===== config.mk =====
export PLATFORM = sky130hd
export DESIGN_NAME = cfe_ctrl_top
export DESIGN_NICKNAME = d
export VERILOG_FILES = /design/src/rtl/cfe_pkg.sv /design/src/rtl/cfe_word_fifo.sv /design/src/rtl/cfe_stub_core.sv /design/src/rtl/cfe_ctrl_top.sv
export SDC_FILE = /design/constraint.sdc
export NUM_CORES = 1
export LEC_CHECK = 0
export ABC_CLOCK_PERIOD_IN_PS = 6530
export BUFFER_PORTS_ARGS = -buffer_cell sky130_fd_sc_hd__buf_2
export CELL_PAD_IN_SITES_DETAIL_PLACEMENT = 2
export CELL_PAD_IN_SITES_GLOBAL_PLACEMENT = 2
export CORE_UTILIZATION = 40
export CTS_CLUSTER_SIZE = 12
export DETAILED_ROUTE_END_ITERATION = 10
export GPL_ROUTABILITY_DRIVEN = 0
export PLACE_DENSITY_LB_ADDON = 0.08
export SLEW_MARGIN = 20
export SYNTH_ARGS = -nofsm -noshare
export SYNTH_HDL_FRONTEND = slang
export SYNTH_HIERARCHICAL = 1
export SYNTH_SLANG_ARGS = --single-unit

===== constraint.sdc =====
create_clock -name clk -period 6.53 [get_ports clk]
set_input_delay 1.306 -clock clk [delete_from_list [all_inputs] [get_ports clk]]
set_output_delay 1.306 -clock clk [all_outputs]
set_load 0.1 [all_outputs]

===== src/rtl/cfe_pkg.sv =====
// Shared constants for the cipher front end: word indices of the register
// map, control bit positions, reset value and the identification bytes.
package cfe_pkg;
    localparam int CR_KPREP   = 11;
    localparam int CR_FLUSH   = 14;
    localparam int CR_ENABLE  = 15;
    localparam logic [15:0] CR_RESET  = 16'h0482;
    localparam logic [15:0] CR_STORED = 16'hB7FF;

    localparam int W_CTRL = 0;
    localparam int W_STAT = 1;
    localparam int W_DIN  = 2;
    localparam int W_DOUT = 4;
    localparam int W_KEY0 = 10;
    localparam int W_IV0  = 18;
    localparam int NUM_KEY_WORDS = 8;
    localparam int NUM_IV_WORDS  = 4;

    typedef enum logic {CORE_IDLE, CORE_WORK} core_state_t;

    // Identification byte for slot 0..7 of the top ID window
    function automatic logic [7:0] id_byte(input logic [2:0] slot);
        case (slot)
            3'd0: id_byte = 8'hE3;
            3'd1: id_byte = 8'h05;
            3'd2: id_byte = 8'h28;
            3'd3: id_byte = 8'h00;
            3'd4: id_byte = 8'h0D;
            3'd5: id_byte = 8'hF0;
            3'd6: id_byte = 8'h05;
            default: id_byte = 8'hB1;
        endcase
    endfunction
endpackage


===== src/rtl/cfe_word_fifo.sv =====
// Word FIFO with synchronous flush.
// Assumes DEPTH is a power of two, 2 or more. A push when full and a pop when
// empty are both ignored. The head word is visible without a read latency.
module cfe_word_fifo #(
    parameter int W     = 32,
    parameter int DEPTH = 4
) (
    input  logic                         clk,
    input  logic                         rst_n,
    input  logic                         flush,
    input  logic                         push,
    input  logic [W-1:0]                 wdata,
    input  logic                         pop,
    output logic [W-1:0]                 rdata,
    output logic [$clog2(DEPTH+1)-1:0]   count,
    output logic                         empty,
    output logic                         full
);
    localparam int PTR_W = $clog2(DEPTH);
    localparam int CNT_W = $clog2(DEPTH+1);

    logic [W-1:0]     mem [DEPTH];
    logic [PTR_W-1:0] wr_ptr, rd_ptr;
    logic             do_push, do_pop;

    assign empty   = (count == '0);
    assign full    = (count == CNT_W'(DEPTH));
    assign do_push = push && !full;
    assign do_pop  = pop && !empty;
    assign rdata   = mem[rd_ptr];

    // Pointer and occupancy tracking
    always_ff @(posedge clk) begin
        if (!rst_n || flush) begin
            wr_ptr <= '0;
            rd_ptr <= '0;
            count  <= '0;
        end else begin
            if (do_push) wr_ptr <= wr_ptr + 1'b1;
            if (do_pop)  rd_ptr <= rd_ptr + 1'b1;
            if (do_push && !do_pop)      count <= count + 1'b1;
            else if (do_pop && !do_push) count <= count - 1'b1;
        end
    end

    // Storage write
    always_ff @(posedge clk) begin
        if (do_push) mem[wr_ptr] <= wdata;
    end
endmodule


===== src/rtl/cfe_stub_core.sv =====
// Placeholder for the cipher datapath.
// When run_ok is high and a word is waiting, it takes one word and works for
// LAT cycles. It then presents word ^ key_mix and pushes it once the output
// FIFO has room. Busy covers the whole span, stall included. LAT >= 1.
module cfe_stub_core
    import cfe_pkg::*;
#(
    parameter int W   = 32,
    parameter int LAT = 4
) (
    input  logic         clk,
    input  logic         rst_n,
    input  logic         run_ok,
    input  logic [W-1:0] key_mix,
    input  logic         in_empty,
    input  logic [W-1:0] in_word,
    output logic         in_pop,
    input  logic         out_full,
    output logic         out_push,
    output logic [W-1:0] out_word,
    output logic         busy
);
    localparam int CW = $clog2(LAT+1);

    core_state_t  state;
    logic [CW-1:0] cnt;
    logic [W-1:0]  result_q;

    assign in_pop   = (state == CORE_IDLE) && run_ok && !in_empty;
    assign out_push = (state == CORE_WORK) && (cnt == '0) && !out_full;
    assign out_word = result_q;
    assign busy     = (state == CORE_WORK);

    // Take a word, count the latency, then hand the result over
    always_ff @(posedge clk) begin
        if (!rst_n) begin
            state    <= CORE_IDLE;
            cnt      <= '0;
            result_q <= '0;
        end else begin
            case (state)
                CORE_IDLE: if (in_pop) begin
                    state    <= CORE_WORK;
                    cnt      <= CW'(LAT-1);
                    result_q <= in_word ^ key_mix;
                end
                default: begin
                    if (cnt != '0)     cnt <= cnt - 1'b1;
                    else if (!out_full) state <= CORE_IDLE;
                end
            endcase
        end
    end
endmodule


===== src/rtl/cfe_ctrl_top.sv =====
// Register front end of a block-cipher accelerator.
// It decodes word-aligned accesses and holds the control word, the key words
// and the IV words. It runs key preparation and flush, and joins the two word
// FIFOs to the placeholder core. Assumes one-cycle accesses; reads have no
// wait states.
module cfe_ctrl_top
    import cfe_pkg::*;
#(
    parameter int FIFO_DEPTH   = 4,
    parameter int CORE_LAT     = 4,
    parameter int KPREP_CYCLES = 10
) (
    input  logic        clk,
    input  logic        rst_n,
    input  logic        bus_sel,
    input  logic        bus_wr,
    input  logic [11:0] bus_addr,
    input  logic [31:0] bus_wdata,
    output logic [31:0] bus_rdata
);
    localparam int CNT_W = $clog2(FIFO_DEPTH+1);
    localparam int KP_W  = $clog2(KPREP_CYCLES+1);

    logic [9:0]  widx;
    logic        acc_wr, acc_rd;
    logic        ctrl_we, kprep_go, kprep_run, kprep_done, flush_go, busy;
    logic [15:0] ctrl_q;
    logic [KP_W-1:0] kprep_cnt;
    logic [31:0] key_q [NUM_KEY_WORDS];
    logic [31:0] iv_q  [NUM_IV_WORDS];
    logic        in_key, in_iv;
    logic [2:0]  key_sel;
    logic [1:0]  iv_sel;
    logic [31:0] status_w;

    logic              in_pop, in_empty, in_full;
    logic [31:0]       in_head;
    logic [CNT_W-1:0]  in_count;
    logic              out_push, out_empty, out_full, core_busy;
    logic [31:0]       out_head, core_word;
    logic [CNT_W-1:0]  out_count;

    assign widx     = bus_addr[11:2];
    assign acc_wr   = bus_sel && bus_wr && (bus_addr[1:0] == 2'b00);
    assign acc_rd   = bus_sel && !bus_wr && (bus_addr[1:0] == 2'b00);
    assign ctrl_we  = acc_wr && (widx == 10'(W_CTRL));
    assign busy     = core_busy || kprep_run;
    assign kprep_go = ctrl_we && bus_wdata[CR_KPREP] && bus_wdata[CR_ENABLE] && !busy;
    assign flush_go = ctrl_we && bus_wdata[CR_FLUSH] && !ctrl_q[CR_ENABLE] && !busy;
    assign kprep_done = kprep_run && (kprep_cnt == '0);

    assign in_key  = (widx >= 10'(W_KEY0)) && (widx < 10'(W_KEY0 + NUM_KEY_WORDS));
    assign in_iv   = (widx >= 10'(W_IV0))  && (widx < 10'(W_IV0 + NUM_IV_WORDS));
    assign key_sel = 3'(widx - 10'(W_KEY0));
    assign iv_sel  = 2'(widx - 10'(W_IV0));

    assign status_w = {27'd0, busy, out_full, !out_empty, !in_full, in_empty};

    // Control word: stored fields, with enable dropped when preparation ends
    always_ff @(posedge clk) begin
        if (!rst_n) begin
            ctrl_q <= CR_RESET;
        end else begin
            if (ctrl_we)    ctrl_q <= bus_wdata[15:0] & CR_STORED;
            if (kprep_done) ctrl_q[CR_ENABLE] <= 1'b0;
        end
    end

    // Key preparation timer
    always_ff @(posedge clk) begin
        if (!rst_n) begin
            kprep_run <= 1'b0;
            kprep_cnt <= '0;
        end else if (kprep_go) begin
            kprep_run <= 1'b1;
            kprep_cnt <= KP_W'(KPREP_CYCLES-1);
        end else if (kprep_run) begin
            if (kprep_done) kprep_run <= 1'b0;
            else            kprep_cnt <= kprep_cnt - 1'b1;
        end
    end

    // Key and IV words, written only while idle
    for (genvar g = 0; g < NUM_KEY_WORDS; g++) begin : g_key
        always_ff @(posedge clk) begin
            if (!rst_n) key_q[g] <= '0;
            else if (acc_wr && !busy && widx == 10'(W_KEY0 + g)) key_q[g] <= bus_wdata;
        end
    end
    for (genvar g = 0; g < NUM_IV_WORDS; g++) begin : g_iv
        always_ff @(posedge clk) begin
            if (!rst_n) iv_q[g] <= '0;
            else if (acc_wr && !busy && widx == 10'(W_IV0 + g)) iv_q[g] <= bus_wdata;
        end
    end

    // Read data selection
    always_comb begin
        bus_rdata = '0;
        if (acc_rd) begin
            if (widx == 10'(W_CTRL))      bus_rdata = {16'd0, ctrl_q | (16'(kprep_run) << CR_KPREP)};
            else if (widx == 10'(W_STAT)) bus_rdata = status_w;
            else if (widx == 10'(W_DOUT)) bus_rdata = out_empty ? '0 : out_head;
            else if (in_key)              bus_rdata = ctrl_q[10] ? key_q[key_sel] : '0;
            else if (in_iv)               bus_rdata = iv_q[iv_sel];
            else if (bus_addr[11:5] == 7'h7F) bus_rdata = {24'd0, id_byte(bus_addr[4:2])};
        end
    end

    cfe_word_fifo #(.W(32), .DEPTH(FIFO_DEPTH)) u_in_fifo (
        .clk(clk), .rst_n(rst_n), .flush(flush_go),
        .push(acc_wr && widx == 10'(W_DIN)), .wdata(bus_wdata),
        .pop(in_pop), .rdata(in_head), .count(in_count),
        .empty(in_empty), .full(in_full)
    );

    cfe_stub_core #(.W(32), .LAT(CORE_LAT)) u_core (
        .clk(clk), .rst_n(rst_n),
        .run_ok(ctrl_q[CR_ENABLE] && !kprep_run && !kprep_go),
        .key_mix(key_q[0] ^ key_q[1]),
        .in_empty(in_empty), .in_word(in_head), .in_pop(in_pop),
        .out_full(out_full), .out_push(out_push), .out_word(core_word),
        .busy(core_busy)
    );

    cfe_word_fifo #(.W(32), .DEPTH(FIFO_DEPTH)) u_out_fifo (
        .clk(clk), .rst_n(rst_n), .flush(flush_go),
        .push(out_push), .wdata(core_word),
        .pop(acc_rd && widx == 10'(W_DOUT)), .rdata(out_head), .count(out_count),
        .empty(out_empty), .full(out_full)
    );
endmodule


==> flow_summary.toml <==
[setup_path]
crit_fanout = 19
worstSetupStartpointType = "input pin"
cp-end-kind = "primary output"
cp_data_required_time_ps = 5220
critical_path_class = "input pin to primary output"
cp.arrival_ps = 4340

[synthesis]
synth_flop_cell = "edfxtp_1"
synth_largest_area_cell = "edfxtp_1"
syn_nets = 1971
yosys_warnings = 6
synth_edf_count = 640
yosysTopAreaCellShare_pct = 62.1
synth_cells = 1904
synth_seq_cells = 713
synth_cell_types = 71
syn-cell-area_mm2 = 0.0310
synth.area.top_cells = "edfxtp_1 (62%), mux4_2 (12%), and2_1 (7.8%), dfxtp_1 (4.7%), xor2_1 (2.1%)"
ys_seq_area_share_pct = 66.8
synth.avg_cell_area_um2 = 16.3
synthArstFlopShare_pct = 0

[cells_and_area]
finalNetCount = 2056
stdcell_count = 3087
fin_util_pct = 46.3
diodes = 0
final_common_cell = "edfxtp_1"
area_delta_synth_final_pct = 14.1
layout-drive-gt1-share_pct = 24.5
layout_common_cells = "edfxtp_1 (640), and2_1 (387), mux4_2 (160), clkbuf_16 (81), buf_2 (77)"

[clock_network]
htreeDepth = 3
clockBufferDepth = 3
clock-sinks = 713
clock-root-buffer = "clkbuf_16"
clkLatencyLatePin_ps = 630
tritoncts = "yes"
cts.reportedPaths.clkPinSlew_ps = 60
cts_resized = 0
cts_made_buffers = 80
hold_buffers = 0
postCtsSetupBuffers = 0

[hold_path]
hp-class = "register to register"

[timing]
fmax_mhz = 177
finalMaxSlewViolations = 0
clock-skew-final_ps = 24.5
worst_slew_pin_slew_ps = 1220
holdWs_ps = 469
setup_viol = 0
period_needed_ps = 5640
fin_crit_sh_pct = 86.4
slew_headroom_pct = 18.3
setup-tns-final_ps = 0
rsz0062_at_grt = "false"
hold_viol = 0

[global_routing]
grt_pass1_wl_um = 144000
grt-ovfl-total = 0
grtUsageTotal_pct = 26.3
grt_max_degree = 50
antenna_found_initial = 6
grt_pass1_vias = 19100

[die]
dieHeight_um = 280
core-area_mm2 = 0.0762
fp-row-count = 101
ios = 80
die_width_um = 280
start_util_pct = 40.6
die_area_mm2 = 0.0785

[pwr]
power_leakage_nw = 12.3
power.total_w = 0.00990
pwr_density_cell_mw_per_mm2 = 280
ir_worst_vdd_uv = 183

[placement]
portBuffers = 79
detailed_place_hpwl_um = 61600
place_inst = 2936

[routing]
vias_per_cell = 5.75
drc = 0
drtIter0Drc = 1521
ant_nets = 0
wl_um = 101000
routedWlPerCell_um = 32.7
drtPass1Iterations = 6
vias = 17700

[run]
cap_violations = 0

[run_status]
status = "complete, no violations"
[power breakdown]
| group | total, W | switching (W) | internal (W) | leakage (nW) |
|---|---|---|---|---|
| Clock | 0.00434 | 0.00185 | 0.00249 | 1.24 |
| Sequential | 0.00508 | 0.0000382 | 0.00504 | 6.92 |
| Combinational | 0.000476 | 0.000306 | 0.000170 | 4.16 |
[final timing paths]
kind                                        startpoint                               to  slack, ps  depth (start not counted)
worst max-delay path                       bus_addr[4]                     bus_rdata[8]        890                          8
worst max register to register    kprep_run$_SDFF_PN0_  u_in_fifo/count[2]$_SDFFE_PP0P_       3250                         12
worst min-delay path            ctrl_q[9]$_SDFFE_PN0N_           ctrl_q[9]$_SDFFE_PN0N_        470                          2
worst min register to register  ctrl_q[9]$_SDFFE_PN0N_           ctrl_q[9]$_SDFFE_PN0N_        470                          2
[area by class of cell]
class	count	area, um2
Fill cell	7016	40900
Sequential cell	713	20700
Multi-Input combinational cell	1030	9780
Clock buffer	114	2210
Tap cell	1030	1290
Timing Repair Buffer	145	995
Clock inverter	36	293
Inverter	19	71.3
[critical path, cell delays in order]
cell     delay, ps
buf_2          270
inv_1          190
ha_2           850
mux4_2         590
mux2_2         280
a22oi_1        190
o21ai_0        250
buf_2          380
[registers in the layout (all words and copies together), names as in the netlist, named ones only]
| signal | flops |
|---|---|
| ctrl_q | 14 |
| iv_q | 128 |
| key_q | 256 |
| kprep_cnt | 4 |
| kprep_run | 1 |
| u_core/busy | 1 |
| u_core/cnt | 3 |
| u_core/out_word | 32 |
| u_in_fifo/count | 3 |
| u_in_fifo/mem | 128 |
| u_in_fifo/rd_ptr | 2 |
| u_in_fifo/wr_ptr | 2 |
| u_out_fifo/count | 3 |
| u_out_fifo/mem | 128 |
| u_out_fifo/rd_ptr | 2 |
| u_out_fifo/wr_ptr | 2 |
[kinds of logic (layout without fill, tap and decap cells)]
logic type / after synthesis / after routing / share of synthesized area (%)
and+or+nand+nor: 582 / 582 / 11.2
buffers and inverters: 161 / 314 / 2.38
xor gates and xnor gates: 77 / 77 / 2.18
AOI/OAI and AO/OA: 159 / 159 / 3.80
DFF: 713 / 713 / 66.8
muxes: 193 / 193 / 12.8
adders and majority gates: 19 / 19 / 0.816
[Yosys cell counts (3+ instances only)]
library cell,number
buf_2,28
mux2_2,28
ha_1,17
nor2_1,54
nor2b_1,9
and2_1,388
and3_1,4
nand3_1,14
a221oi_1,6
nand2b_1,8
nor4_1,3
a21o_1,4
buf_1,8
nor3_1,9
a32oi_1,6
a222oi_1,17
and3_2,8
buf_6,9
dfxtp_1,73
xor2_1,75
mux4_2,160
nand2_1,47
a21oi_1,26
o21ai_0,32
edfxtp_1,640
a32o_1,3
clkbuf_1,88
a22o_1,32
buf_4,8
mux2i_1,5
a22oi_1,12
nand4_1,8
inv_1,19
[metrics by stage]
step	setup slack, ps	cell area, um2
floorplan	116	31000
global placement	885	32800
detailed placement	875	32800
CTS	873	35300
global route	714	35300
finish	888	35300
[routing by layer]
layer | vias to the layer above | part of all wire, % | GRT usage (%)
li1 | 7424 | - | -
met1 | 9693 | 43 | 35.8
met2 | 515 | 50 | 44.5
met3 | 117 | 4.6 | 3.31
met4 | 0 | 2.1 | 6.74
met5 | - | 0 | 0
Power figures use the tool's default switching activity.
